==> config.mk <==
export PLATFORM = sky130hd
export DESIGN_NAME = smm_array2x2
export DESIGN_NICKNAME = d
export VERILOG_FILES = /design/src/rtl/smm_pkg.sv /design/src/rtl/smm_pe.sv /design/src/rtl/smm_seq.sv /design/src/rtl/smm_array2x2.sv
export SDC_FILE = /design/constraint.sdc
export NUM_CORES = 1
export LEC_CHECK = 0
export ABC_AREA = 1
export BUFFER_PORTS_ARGS = -buffer_cell sky130_fd_sc_hd__buf_2
export CORE_ASPECT_RATIO = 1.25
export CORE_MARGIN = 4
export CORE_UTILIZATION = 35
export DETAILED_ROUTE_END_ITERATION = 10
export PLACE_DENSITY_LB_ADDON = 0.3
export SLEW_MARGIN = 40
export SYNTH_ARGS = -nofsm -noshare
export SYNTH_HDL_FRONTEND = slang
export SYNTH_SLANG_ARGS = --single-unit
export TNS_END_PERCENT = 10
==> constraint.sdc <==
create_clock -name clk -period 7.3 [get_ports clk]
set_input_delay 1.825 -clock clk [delete_from_list [all_inputs] [get_ports clk]]
set_output_delay 1.825 -clock clk [all_outputs]
set_load 0.005 [all_outputs]
==> src/rtl/smm_pkg.sv <==
package smm_pkg;
    parameter int unsigned OPW = 5;
    localparam int unsigned DIM = 2;
    localparam int unsigned NEL = DIM * DIM;
    localparam int unsigned PRODW = 2 * OPW;
    localparam int unsigned ACCW = PRODW + $clog2(DIM);
    localparam int unsigned RUN_LEN = 6;

    typedef logic signed [OPW-1:0]  opnd_t;
    typedef logic signed [ACCW-1:0] acc_t;

    typedef enum logic [2:0] {
        ST_IDLE,
        ST_CLEAR,
        ST_FEED0,
        ST_FEED1,
        ST_FLUSH0,
        ST_FLUSH1,
        ST_LATCH
    } seq_st_e;
endpackage

==> src/rtl/smm_pe.sv <==
module smm_pe
    import smm_pkg::*;
(
    input  logic  clk,
    input  logic  rst_n,
    input  logic  clr,
    input  logic  en,
    input  opnd_t a_in,
    input  opnd_t b_in,
    output opnd_t a_out,
    output opnd_t b_out,
    output acc_t  acc
);
    typedef struct packed {
        opnd_t a;
        opnd_t b;
        acc_t  acc;
    } pe_s;

    pe_s cur_q, nxt_d;
    logic signed [PRODW-1:0] prod;

    always_comb begin
        prod  = PRODW'(a_in) * PRODW'(b_in);
        nxt_d = cur_q;
        if (clr) begin
            nxt_d = '0;
        end else if (en) begin
            nxt_d.a   = a_in;
            nxt_d.b   = b_in;
            nxt_d.acc = cur_q.acc + acc_t'(prod);
        end else begin
            nxt_d.a = '0;
            nxt_d.b = '0;
        end
    end

    always_ff @(posedge clk) begin
        if (!rst_n) cur_q <= '0;
        else        cur_q <= nxt_d;
    end

    assign a_out = cur_q.a;
    assign b_out = cur_q.b;
    assign acc   = cur_q.acc;
endmodule

==> src/rtl/smm_seq.sv <==
module smm_seq
    import smm_pkg::*;
(
    input  logic    clk,
    input  logic    rst_n,
    input  logic    start,
    input  logic    accum,
    output seq_st_e st,
    output logic    busy,
    output logic    done,
    output logic    take,
    output logic    mode
);
    typedef struct packed {
        seq_st_e st;
        logic    done;
        logic    mode;
    } seq_s;

    seq_s cur_q, nxt_d;

    always_comb begin
        nxt_d      = cur_q;
        nxt_d.done = 1'b0;
        take       = 1'b0;
        unique case (cur_q.st)
            ST_IDLE: begin
                if (start) begin
                    take       = 1'b1;
                    nxt_d.st   = ST_CLEAR;
                    nxt_d.mode = accum;
                end
            end
            ST_CLEAR:  nxt_d.st = ST_FEED0;
            ST_FEED0:  nxt_d.st = ST_FEED1;
            ST_FEED1:  nxt_d.st = ST_FLUSH0;
            ST_FLUSH0: nxt_d.st = ST_FLUSH1;
            ST_FLUSH1: nxt_d.st = ST_LATCH;
            ST_LATCH: begin
                nxt_d.st   = ST_IDLE;
                nxt_d.done = 1'b1;
            end
            default:   nxt_d.st = ST_IDLE;
        endcase
    end

    always_ff @(posedge clk) begin
        if (!rst_n) begin
            cur_q.st   <= ST_IDLE;
            cur_q.done <= 1'b0;
            cur_q.mode <= 1'b0;
        end else begin
            cur_q <= nxt_d;
        end
    end

    assign st   = cur_q.st;
    assign busy = (cur_q.st != ST_IDLE);
    assign done = cur_q.done;
    assign mode = cur_q.mode;
endmodule

==> src/rtl/smm_array2x2.sv <==
module smm_array2x2
    import smm_pkg::*;
(
    input  logic                  clk,
    input  logic                  rst_n,
    input  logic                  start,
    input  logic                  accum,
    input  logic [NEL*OPW-1:0]    a_flat,
    input  logic [NEL*OPW-1:0]    b_flat,
    output logic [NEL*ACCW-1:0]   c_flat,
    output logic                  busy,
    output logic                  done
);
    typedef struct packed {
        logic [NEL-1:0][OPW-1:0]  a;
        logic [NEL-1:0][OPW-1:0]  b;
        logic [NEL-1:0][ACCW-1:0] res;
    } top_s;

    top_s    cur_q, nxt_d;
    seq_st_e st;
    logic    take, mode;
    logic    pe_clr, pe_en;

    opnd_t left_w [DIM];
    opnd_t top_w  [DIM];
    opnd_t pa_in  [DIM][DIM];
    opnd_t pb_in  [DIM][DIM];
    opnd_t pa_out [DIM][DIM];
    opnd_t pb_out [DIM][DIM];
    acc_t  pacc   [DIM][DIM];
    acc_t  acc_w  [NEL];

    smm_seq u_seq (
        .clk   (clk),
        .rst_n (rst_n),
        .start (start),
        .accum (accum),
        .st    (st),
        .busy  (busy),
        .done  (done),
        .take  (take),
        .mode  (mode)
    );

    assign pe_clr = (st == ST_CLEAR);
    assign pe_en  = (st == ST_FEED0) || (st == ST_FEED1) ||
                    (st == ST_FLUSH0) || (st == ST_FLUSH1);

    // Edge injection: row r / column c lag by r / c steps behind step 0.
    always_comb begin
        int step;
        step = -1;
        case (st)
            ST_FEED0:  step = 0;
            ST_FEED1:  step = 1;
            ST_FLUSH0: step = 2;
            default:   step = -1;
        endcase
        for (int r = 0; r < DIM; r++) begin
            int k;
            k = step - r;
            left_w[r] = '0;
            top_w[r]  = '0;
            if (step >= 0 && k >= 0 && k < DIM) begin
                left_w[r] = $signed(cur_q.a[r*DIM + k]);
                top_w[r]  = $signed(cur_q.b[k*DIM + r]);
            end
        end
    end

    for (genvar gi = 0; gi < DIM; gi++) begin : g_row
        for (genvar gj = 0; gj < DIM; gj++) begin : g_col
            if (gj == 0) begin : g_ledge
                assign pa_in[gi][gj] = left_w[gi];
            end else begin : g_lfwd
                assign pa_in[gi][gj] = pa_out[gi][gj-1];
            end
            if (gi == 0) begin : g_tedge
                assign pb_in[gi][gj] = top_w[gj];
            end else begin : g_tfwd
                assign pb_in[gi][gj] = pb_out[gi-1][gj];
            end

            smm_pe u_pe (
                .clk   (clk),
                .rst_n (rst_n),
                .clr   (pe_clr),
                .en    (pe_en),
                .a_in  (pa_in[gi][gj]),
                .b_in  (pb_in[gi][gj]),
                .a_out (pa_out[gi][gj]),
                .b_out (pb_out[gi][gj]),
                .acc   (pacc[gi][gj])
            );

            assign acc_w[gi*DIM + gj] = pacc[gi][gj];
        end
    end

    always_comb begin
        nxt_d = cur_q;
        if (take) begin
            nxt_d.a = a_flat;
            nxt_d.b = b_flat;
        end
        if (st == ST_LATCH) begin
            for (int e = 0; e < NEL; e++) begin
                if (mode) nxt_d.res[e] = $signed(cur_q.res[e]) + acc_w[e];
                else      nxt_d.res[e] = acc_w[e];
            end
        end
    end

    always_ff @(posedge clk) begin
        if (!rst_n) cur_q <= '0;
        else        cur_q <= nxt_d;
    end

    assign c_flat = cur_q.res;
endmodule

### After elaboration in Yosys (flattened, before gate mapping)

Index checks and enable logic that the tools add are counted.

| storage, ports and cells | value |
|---|---|
| bits in registers | 153 |

| cells by class | value |
|---|---|
| add/sub/neg operators | 11 |
| multiply operators | 4 |
| magnitude comparators | 8 |
| equality and inequality tests | 7 |
| multiplexer cells | 22 |
| bitwise operators | 2 |
| reductions and logical operators | 11 |

Operator list:

| cell | count |
|---|---|
| $lt A32 B3 Y1 const B | 4 |
| $pmux W32 S3 | 1 |
| $ge A32 B1 Y1 const B | 2 |
| $lt A32 B2 Y1 const B | 2 |
| $mux W5 | 9 |
| $add A11 B10 Y11 | 4 |
| $add A11 B11 Y11 | 4 |
| $mux W11 | 4 |
| $mul A5 B5 Y10 | 4 |
| $add A2 B32 Y32 const A | 1 |
| $add A32 B1 Y32 const B | 1 |
| $sub A32 B2 Y32 const B | 1 |
| $bmux W5 S2 | 3 |
| $pmux W3 S6 | 1 |
| $eq A3 B3 Y1 const B | 3 |
| $eq A3 B2 Y1 const B | 2 |
| $eq A3 B1 Y1 const B | 1 |
| $logic_and A1 B1 Y1 | 3 |
| $logic_not A3 Y1 | 1 |
| $logic_or A1 B1 Y1 | 3 |
| $mux W1 | 3 |
| $mux W3 | 1 |
| $reduce_bool A3 Y1 | 1 |
| $reduce_or A3 Y1 | 1 |
| 4 further kinds | 5 |

### Longest topological paths before layout

Gate-level depths: netlist of the first run.

| logic depth | value |
|---|---|
| depth after elaboration | 9 |
| depth in mapped cells | 28 |
| mapped depth without buffers | 27 |

### Cells and area by module

A second synthesis of the first run with hierarchy kept.

| unflattened totals | value |
|---|---|
| cell total of the unflattened synthesis | 2065 |
| area, all modules | 14756.7 sq um |

By module, submodules not included:

| module | instances | cells an instance | area each (sq um) | sequential area each (sq um) |
|---|---|---|---|---|
| smm_pe | 4 | 265 | 2088.3 | 420.4 |
| smm_array2x2 | 1 | 976 | 6183.4 | 1681.6 |
| smm_seq | 1 | 29 | 220.2 | 100.1 |

### Least setup slack after synthesis of the first run

Ideal clock, no wire load.

| path | value |
|---|---|
| path type | flip-flop to flip-flop |
| from | reg, netlist name u_seq.st[1] |
| to | reg g_row[1].g_col[0].u_pe.cur_q, in the netlist g_row[1].g_col[0].u_pe.acc[9] |
| arrival time | 4.880 ns |
| required time | 7.185 ns |
| path slack | 2.305 ns |
| cell stages (with the launch flop) | 21 |
| cell sequence | dfxtp_1 -> inv_2 -> nor2_4 -> nand2_1 -> ha_1 -> clkinv_1 -> nor3_4 -> nand2_1 -> fa_1 -> fa_1 -> fa_1 -> inv_1 -> fa_1 -> inv_1 -> fa_1 -> inv_1 -> nand4_1 -> nand3_1 -> xor2_1 -> o21ai_0 -> inv_1 |

| on the way | value |
|---|---|
| word-level cells in the longest chain between the ends | 9 |
| elaborated cells between the ends (all ways) | 22 |

Ends and longest elaborated chain:

| item | RTL line | source |
|---|---|---|
| $eq A3 B3 Y1 / $eq A3 B2 Y1 (equally long branches) | smm_array2x2.sv:48, smm_array2x2.sv:54, smm_array2x2.sv:47 |  |
| $pmux W32 S3 | smm_array2x2.sv:54 | `case (st)` |
| $sub A32 B2 Y32 | smm_array2x2.sv:62 | `k = step - r;` |
| $add A2 B32 Y32 / $ge A32 B1 Y1 (equally long branches) | smm_array2x2.sv:66, smm_array2x2.sv:65 |  |
| $bmux W5 S2 / $logic_and A1 B1 Y1 (equally long branches) | smm_array2x2.sv:66, smm_array2x2.sv:65 |  |
| $mux W5 (not written as such) / $logic_and A1 B1 Y1 (equally long branches) | smm_array2x2.sv:66, smm_array2x2.sv:65 |  |
| $mux W5 | smm_array2x2.sv:65 | `if (step >= 0 && k >= 0 && k < DIM) begin` |
| $mul A5 B5 Y10 | smm_pe.sv:24 | `prod = PRODW'(a_in) * PRODW'(b_in);` |
| $add A11 B10 Y11 | smm_pe.sv:31 | `nxt_d.acc = cur_q.acc + acc_t'(prod);` |
| end signal, assigned | smm_pe.sv:40 | `else cur_q <= nxt_d;` |
| end, declared | smm_pe.sv:20 | `pe_s cur_q, nxt_d;` |

Several ways; a longest one is shown, not always the timed one. The select of a mux whose other input is x is not followed.
A chain may end at the register's enable or synchronous reset.

### Worst setup path after layout of the first run

| path | value |
|---|---|
| from | reg, netlist name u_seq.st[1] |
| to | reg g_row[0].g_col[0].u_pe.cur_q, in the netlist g_row[0].g_col[0].u_pe.acc[8] |

| on the way | value |
|---|---|
| word-level cells in the longest chain between the ends | 7 |
| elaborated cells between the ends (all ways) | 21 |

Ends and longest elaborated chain:

| item | RTL line |
|---|---|
| $eq A3 B3 Y1 / $eq A3 B2 Y1 (equally long branches) | smm_array2x2.sv:48, smm_array2x2.sv:54, smm_array2x2.sv:47 |
| $pmux W32 S3 | smm_array2x2.sv:54 |
| $ge A32 B1 Y1 (tied with other cells) | smm_array2x2.sv:65 |
| $logic_and A1 B1 Y1 (tied with other cells) | smm_array2x2.sv:65 |
| $mux W5 | smm_array2x2.sv:65 |
| $mul A5 B5 Y10 | smm_pe.sv:24 |
| $add A11 B10 Y11 | smm_pe.sv:31 |
| end signal, assigned | smm_pe.sv:40 |
| end, declared | smm_pe.sv:20 |

Several ways; a longest one is shown, not always the timed one. The select of a mux whose other input is x is not followed.

==> results of run 1 <==
[critical path, stage by stage (launching register included)]
cell and delay [ns]:
dfxtp_1 0.44, inv_2 0.07, nor2_4 0.21, nand2_2 0.11, nand2_2 0.38, o21ai_0 0.38, nor2_1 0.62, inv_1 0.20
fa_1 0.57, fa_1 0.45, fa_1 0.54, inv_1 0.04, ha_1 0.29, ha_1 0.38, nand2_1 0.13, inv_1 0.05
nand4_1 0.06, o211ai_1 0.11, xor2_1 0.16, o21ai_0 0.17, inv_1 0.05
[state kept, by name, indices dropped and copies added (netlist names)]
register,cells
c_flat,44
cur_q,40
g_row.g_col.u_pe.a_out,10
g_row.g_col.u_pe.acc,44
g_row.g_col.u_pe.b_out,10
u_seq.done,1
u_seq.mode,1
u_seq.st,3
[report_power, final]
part | switching, mW | leakage (nW) | internal [mW]
combinational | 0.389 | 6.17 | 0.206
clock | 0.402 | 0.288 | 0.512
sequential | 0.0758 | 1.25 | 0.904
total | 0.867 | 7.71 | 1.62
[layout make-up]
type | instances | area (um^2) | share of cell area, %
Tap cell | 498 | 623.1 | 4.159
Inverter | 356 | 1339 | 8.936
Clock inverter | 14 | 162.7 | 1.086
Clock buffer | 18 | 429.2 | 2.865
Multi-Input combinational cell | 1267 | 8860 | 59.14
Sequential cell | 153 | 3063 | 20.44
Timing Repair Buffer | 97 | 505.5 | 3.374
[per-stage QoR]
stage | setup WS (ns) | power, mW | instance area, um^2
after global placement | 1.902 | 1.584 | 14390
final | 1.762 | 2.489 | 14980
after floorplan | 2.305 | 1.426 | 13820
after CTS | 1.729 | 2.523 | 14980
after global routing | 1.279 | 2.651 | 14980
after detailed placement | 1.760 | 1.598 | 14390
[layer usage]
layer / vias up / part of all wire, % / track usage, %
met3: 48 / 4.1 / 2.563
li1: 5875 / - / -
met1: 5399 / 43 / 21.20
met4: 0 / 2.0 / 4.715
met2: 237 / 51 / 29.73
met5: - / 0 / 0
[Yosys cell counts (all sizes together)]
library cell	n	area share [%]
clkinv	3	0.081
dfxtp	153	22
clkbuf	47	1.3
nand3	64	2.3
nor2	181	5.1
nor3	10	0.77
ha	133	12
a31oi	8	0.36
a211oi	8	0.43
or2	5	0.23
inv	353	9.6
a21o	3	0.16
a21oi	184	6.7
fa	116	17
o21ai	130	4.8
buf	55	2.9
o21bai	10	0.54
o211ai	4	0.22
o21a	4	0.22
o221ai	1	0.063
nand4	19	0.86
xor2	32	2.0
xnor2	17	1.1
nand2b	3	0.14
nand2	335	9.1
[worst max path at each step]
stage	from	to	slack (ns)
2_1_floorplan	u_seq.st[1]$_SDFFE_PN0P_	g_row[1].g_col[0].u_pe.acc[9]$_SDFFE_PP0N_	2.30
3_3_place_gp	u_seq.st[1]$_SDFFE_PN0P_	g_row[1].g_col[0].u_pe.acc[9]$_SDFFE_PP0N_	1.90
3_5_place_dp	u_seq.st[1]$_SDFFE_PN0P_	g_row[0].g_col[0].u_pe.acc[8]$_SDFFE_PP0N_	1.76
4_1_cts	u_seq.st[1]$_SDFFE_PN0P_	g_row[0].g_col[0].u_pe.acc[8]$_SDFFE_PP0N_	1.73
5_1_grt	u_seq.st[1]$_SDFFE_PN0P_	g_row[0].g_col[0].u_pe.acc[10]$_SDFFE_PP0N_	1.28
6_report	u_seq.st[1]$_SDFFE_PN0P_	g_row[0].g_col[0].u_pe.acc[8]$_SDFFE_PP0N_	1.76
[logic make-up after synthesis]
kind of cell,count (synthesis),synth area share [%]
and+or+nand+nor,617,18.52
buffers and inverters,458,13.88
AOI/OAI and AO/OA,352,13.50
adders and majority gates,249,28.84
DFF,153,22.16
xor gates and xnor gates,49,3.104
==> results.ini, run 1 <==
[synth]
synth.distinct_cells = 38
syn_nets = 2171
ys_ff_latch = 153
syn-cell-area_um2 = 13820
synth_cells = 1878
ys_seq_area_share_pct = 22.16
yosys_warnings = 0
avgSynthCellArea_um2 = 7.361

[routing]
wl_per_cell_um = 14.66
drt_iter0_markers = 557
via_per_inst = 4.810
drt_wl_total_um = 35230
ant_nets = 0
drc = 0
vias = 11560
drtPass1Iterations = 5

[critical_path]
worstSetupStartpointType = flip-flop
worst-r2r-setup-slack_ns = 1.76
reg2reg_depth = 20
cp_max_fo = 29
reg2reg_to = g_row[0].g_col[0].u_pe.acc[8]$_SDFFE_PP0N_
cp-end-kind = flip-flop
path_class = flip-flop to flip-flop
critPathRequiredTime_ns = 7.65
cp.arrival_ns = 5.89
rr_startpoint = u_seq.st[1]$_SDFFE_PN0P_

[layout]
final_common_cell = inv_1
area_growth_pct = 8.372
drive_gt1_share_pct = 8.714
nets = 2185
final_cells = 2403
n_fill_cell = 4098
finalCoreUtilization_pct = 38.30
antenna_cells = 0
final_cell_mix = inv_1 (342), nand2_1 (333), a21oi_1 (183), nor2_1 (175), dfxtp_1 (153)

[floorplanning]
io_pins = 90
coreArea_um2 = 39120
core.rowCount = 81
die_w_um = 185.8
die_area_um2 = 42760
initial_utilization_pct = 35.34
die_h_um = 230.2

[global_routing]
grt_pass1_wl_um = 58250
grt_pass1_vias = 11750
antenna_found_initial = 0
overflow = 0
grt_usage_pct = 16.85
grt_max_degree = 67

[min_path]
hold_class = flip-flop to flip-flop
hp-start = cur_q[54]$_SDFFE_PN0P_
holdPathStages = 2
hold_end = cur_q[54]$_SDFFE_PN0P_

[sta]
hold_violations = 0
slew_headroom_pct = 43.78
fin_crit_ns = 5.538
finalSetupViolCount = 0
slew_violations = 0
fmax_ghz = 0.1806
rsz0062_at_grt = false
hold_ws_ns = 0.4424
fin_crit_sh_pct = 75.86
finalClockSkew_ns = 0.01046
tightestPinTransition_ns = 0.8382
fin_setup_tns_ns = 0

[cts]
cts_made_buffers = 17
cts_repair_resize_count = 0
cts_hold_buf = 0
htreeDepth = 4
clkTransAtPathRegs_ns = 0.07
clkLatencyLatePin_ns = 0.45
cts_setup_buffers = 0
cts_tree = done
clockBufferDepth = 2
cts_root_buf = clkbuf_16
clkSinkCount = 153

[place]
placed_cells = 2371
gp_congestion = 0.8971
portBuffers = 89
dpl.hpwl_um = 27470

[power_and_ir_drop]
ir_drop_v = 0.0001597
leakage_nw = 7.706
p_per_area_nw_per_um2 = 166.2

[flow_run]
max_cap_violations = 0

[run_status]
status = complete, no violations

No activity file was read; power rests on OpenSTA's default activity.
==> run 2, diff against run 1 <==
- clock period: 7.3 -> 5.62 ns (I/O delays scaled with it)
==> results.ini, run 2 (synthesis gave the netlist of run 1 again) <==
[sta]
slew_headroom_pct = 46.13  ; +2.4 points
rsz0062_at_grt = true
finalSetupViolCount = 0  ; unchanged
tightestPinTransition_ns = 0.8030  ; -0.03510 ns
fin_crit_ns = 5.306  ; -0.2315 ns
setup_slack_ns = 0.3138  ; -1.449 ns
hold_ws_ns = 0.4491  ; +0.006688 ns
fin_crit_sh_pct = 94.42  ; +19 points
fmax_ghz = 0.1885  ; +4.4%
hold_violations = 0  ; unchanged
slew_violations = 0  ; unchanged
finalClockSkew_ns = 0.009640  ; -0.0008185 ns

[floorplanning]
coreArea_um2 = 39120  ; unchanged
die_h_um = 230.2  ; unchanged
die_w_um = 185.8  ; unchanged
initial_utilization_pct = 35.34  ; unchanged
io_pins = 90  ; unchanged
die_area_um2 = 42760  ; unchanged
core.rowCount = 81  ; unchanged

[layout]
antenna_cells = 0  ; unchanged
final_cell_mix = inv_1 (342), nand2_1 (332), a21oi_1 (183), nor2_1 (175), dfxtp_1 (153)
drive_gt1_share_pct = 9.248  ; +0.53 points
area_growth_pct = 9.268
nets = 2194  ; +0.41%
final_common_cell = inv_1

[critical_path]
cp.arrival_ns = 5.65  ; -0.24 ns
critical-path-top-delay-family = adder cells
critPathRequiredTime_ns = 5.96  ; -1.69 ns
cp-end-kind = flip-flop
max_stage_delay_ns = 0.54  ; -0.08 ns
cp_num_buf_inv = 8  ; +3
cp_max_fo = 10  ; -66%
cpMostUsedCell = fa_1
worstSetupStartpointType = flip-flop
path_cells = inv_2 -> nor2_4 -> nand2_1 -> ha_1 -> clkinv_1 -> buf_4 -> nor3_2 -> inv_2 -> nand2_1 -> fa_1 -> fa_1 -> fa_1 -> inv_1 -> fa_1 -> inv_1 -> fa_1 -> inv_1 -> nand4_1 -> nand3_1 -> xor2_1 -> o21ai_0 -> inv_1
crit_slowest_cell = fa_1
path_class = flip-flop to flip-flop

[power_and_ir_drop]
leakage_nw = 7.777  ; +0.93%
p_per_area_nw_per_um2 = 219.7  ; +32%
ir_drop_v = 0.0002253  ; +41%
p_total_mw = 3.318  ; +33%

[cts]
clkSinkCount = 153  ; unchanged
clkTransAtPathRegs_ns = 0.07  ; about the same
cts_made_buffers = 17  ; unchanged
clockBufferDepth = 2  ; unchanged
htreeDepth = 4  ; unchanged
clkLatencyLatePin_ns = 0.45  ; about the same
cts_setup_buffers = 0  ; unchanged
cts_root_buf = clkbuf_16
cts_tree = done

[routing]
drtPass1Iterations = 5  ; unchanged
met1_length_um = 15340  ; +0.52%
ant_nets = 0  ; unchanged
wl_per_cell_um = 14.54  ; -0.79%
drt_wl_total_um = 35080  ; -0.42%
vias = 11580  ; +0.16%
via_per_inst = 4.800  ; -0.22%
wl_met2_um = 17390  ; -2.4%
drc = 0  ; unchanged
maxUsedRoutingLayer = met4
met3_length_um = 1372  ; -4.6%
drt_iter0_markers = 424  ; -24%

[global_routing]
grt_pass1_vias = 11570  ; -1.5%
overflow = 0  ; unchanged
antenna_found_initial = 0  ; unchanged
grt_usage_pct = 16.81  ; -0.036 points
grt_max_degree = 66  ; -1.5%
grt_pass1_wl_um = 57950  ; -0.52%

[place]
portBuffers = 89  ; unchanged
gp_congestion = 0.8997  ; +0.29%
place_worst_setup_slack_ns = 0.2911  ; -1.468 ns
dpl.hpwl_um = 27590  ; +0.42%

[min_path]
hold_class = flip-flop to flip-flop

[flow_run]
max_cap_violations = 0  ; unchanged

[run_status]
status = complete, no violations

## run 2: path summary, 6_finish.rpt
path	slack, ns	endpoint	startpoint	cells after the start
setup / recovery	0.31	g_row[1].g_col[0].u_pe.acc[9]$_SDFFE_PP0N_	u_seq.st[1]$_SDFFE_PN0P_	22
setup reg to reg	0.31	g_row[1].g_col[0].u_pe.acc[9]$_SDFFE_PP0N_	u_seq.st[1]$_SDFFE_PN0P_	22
hold reg to reg	0.45	cur_q[52]$_SDFFE_PN0P_	cur_q[52]$_SDFFE_PN0P_	2
hold / removal	0.45	cur_q[52]$_SDFFE_PN0P_	cur_q[52]$_SDFFE_PN0P_	2
## run 2: report_power, final
group          internal, mW  leakage (nW)  switching [mW]  total, mW
clock network         0.717         0.305           0.547       1.26
registers              1.17          1.25          0.0982       1.27
logic                 0.275          6.23           0.508      0.783
total                  2.17          7.78            1.15       3.32
## run 2: repair_timing
item / 4_1_cts / 5_1_grt
gates resized for setup: 0 / 4
endpoints found under the setup margin: 0 / 4
endpoints found under the hold margin: 0 / 0
hold buffers: 0 / 0
## run 2: metal layers
metal	up-vias	GRT usage (%)
met5	-	0
met4	0	6.128
met3	51	2.737
met2	206	28.93
met1	5416	21.07
li1	5904	-
## run 2: cell type report
type / count / area (um^2)
clock buffer: 17 / 425.4
multi-input combinational: 1267 / 8881
sequential: 153 / 3063
inverter: 356 / 1339
clock inverter: 15 / 201.4
fill: 4150 / 24010
timing repair buffer: 106 / 573.1
tap: 498 / 623.1
## run 2: worst min-delay path: stages (launching register included)
cell     delay [ns]
dfxtp_1        0.31
inv_1          0.05
a21oi_1        0.05
## run 2: metrics by stage
step,util [%],cell area (um^2),cells,TNS [ns]
after floorplan,-,13820,1878,0
after global placement,36.95,14460,2380,0
after detailed placement,36.96,14460,2380,0
after CTS,38.56,15080,2412,0
after global routing,38.61,15110,2412,-0.02639
final,38.61,15110,2412,0
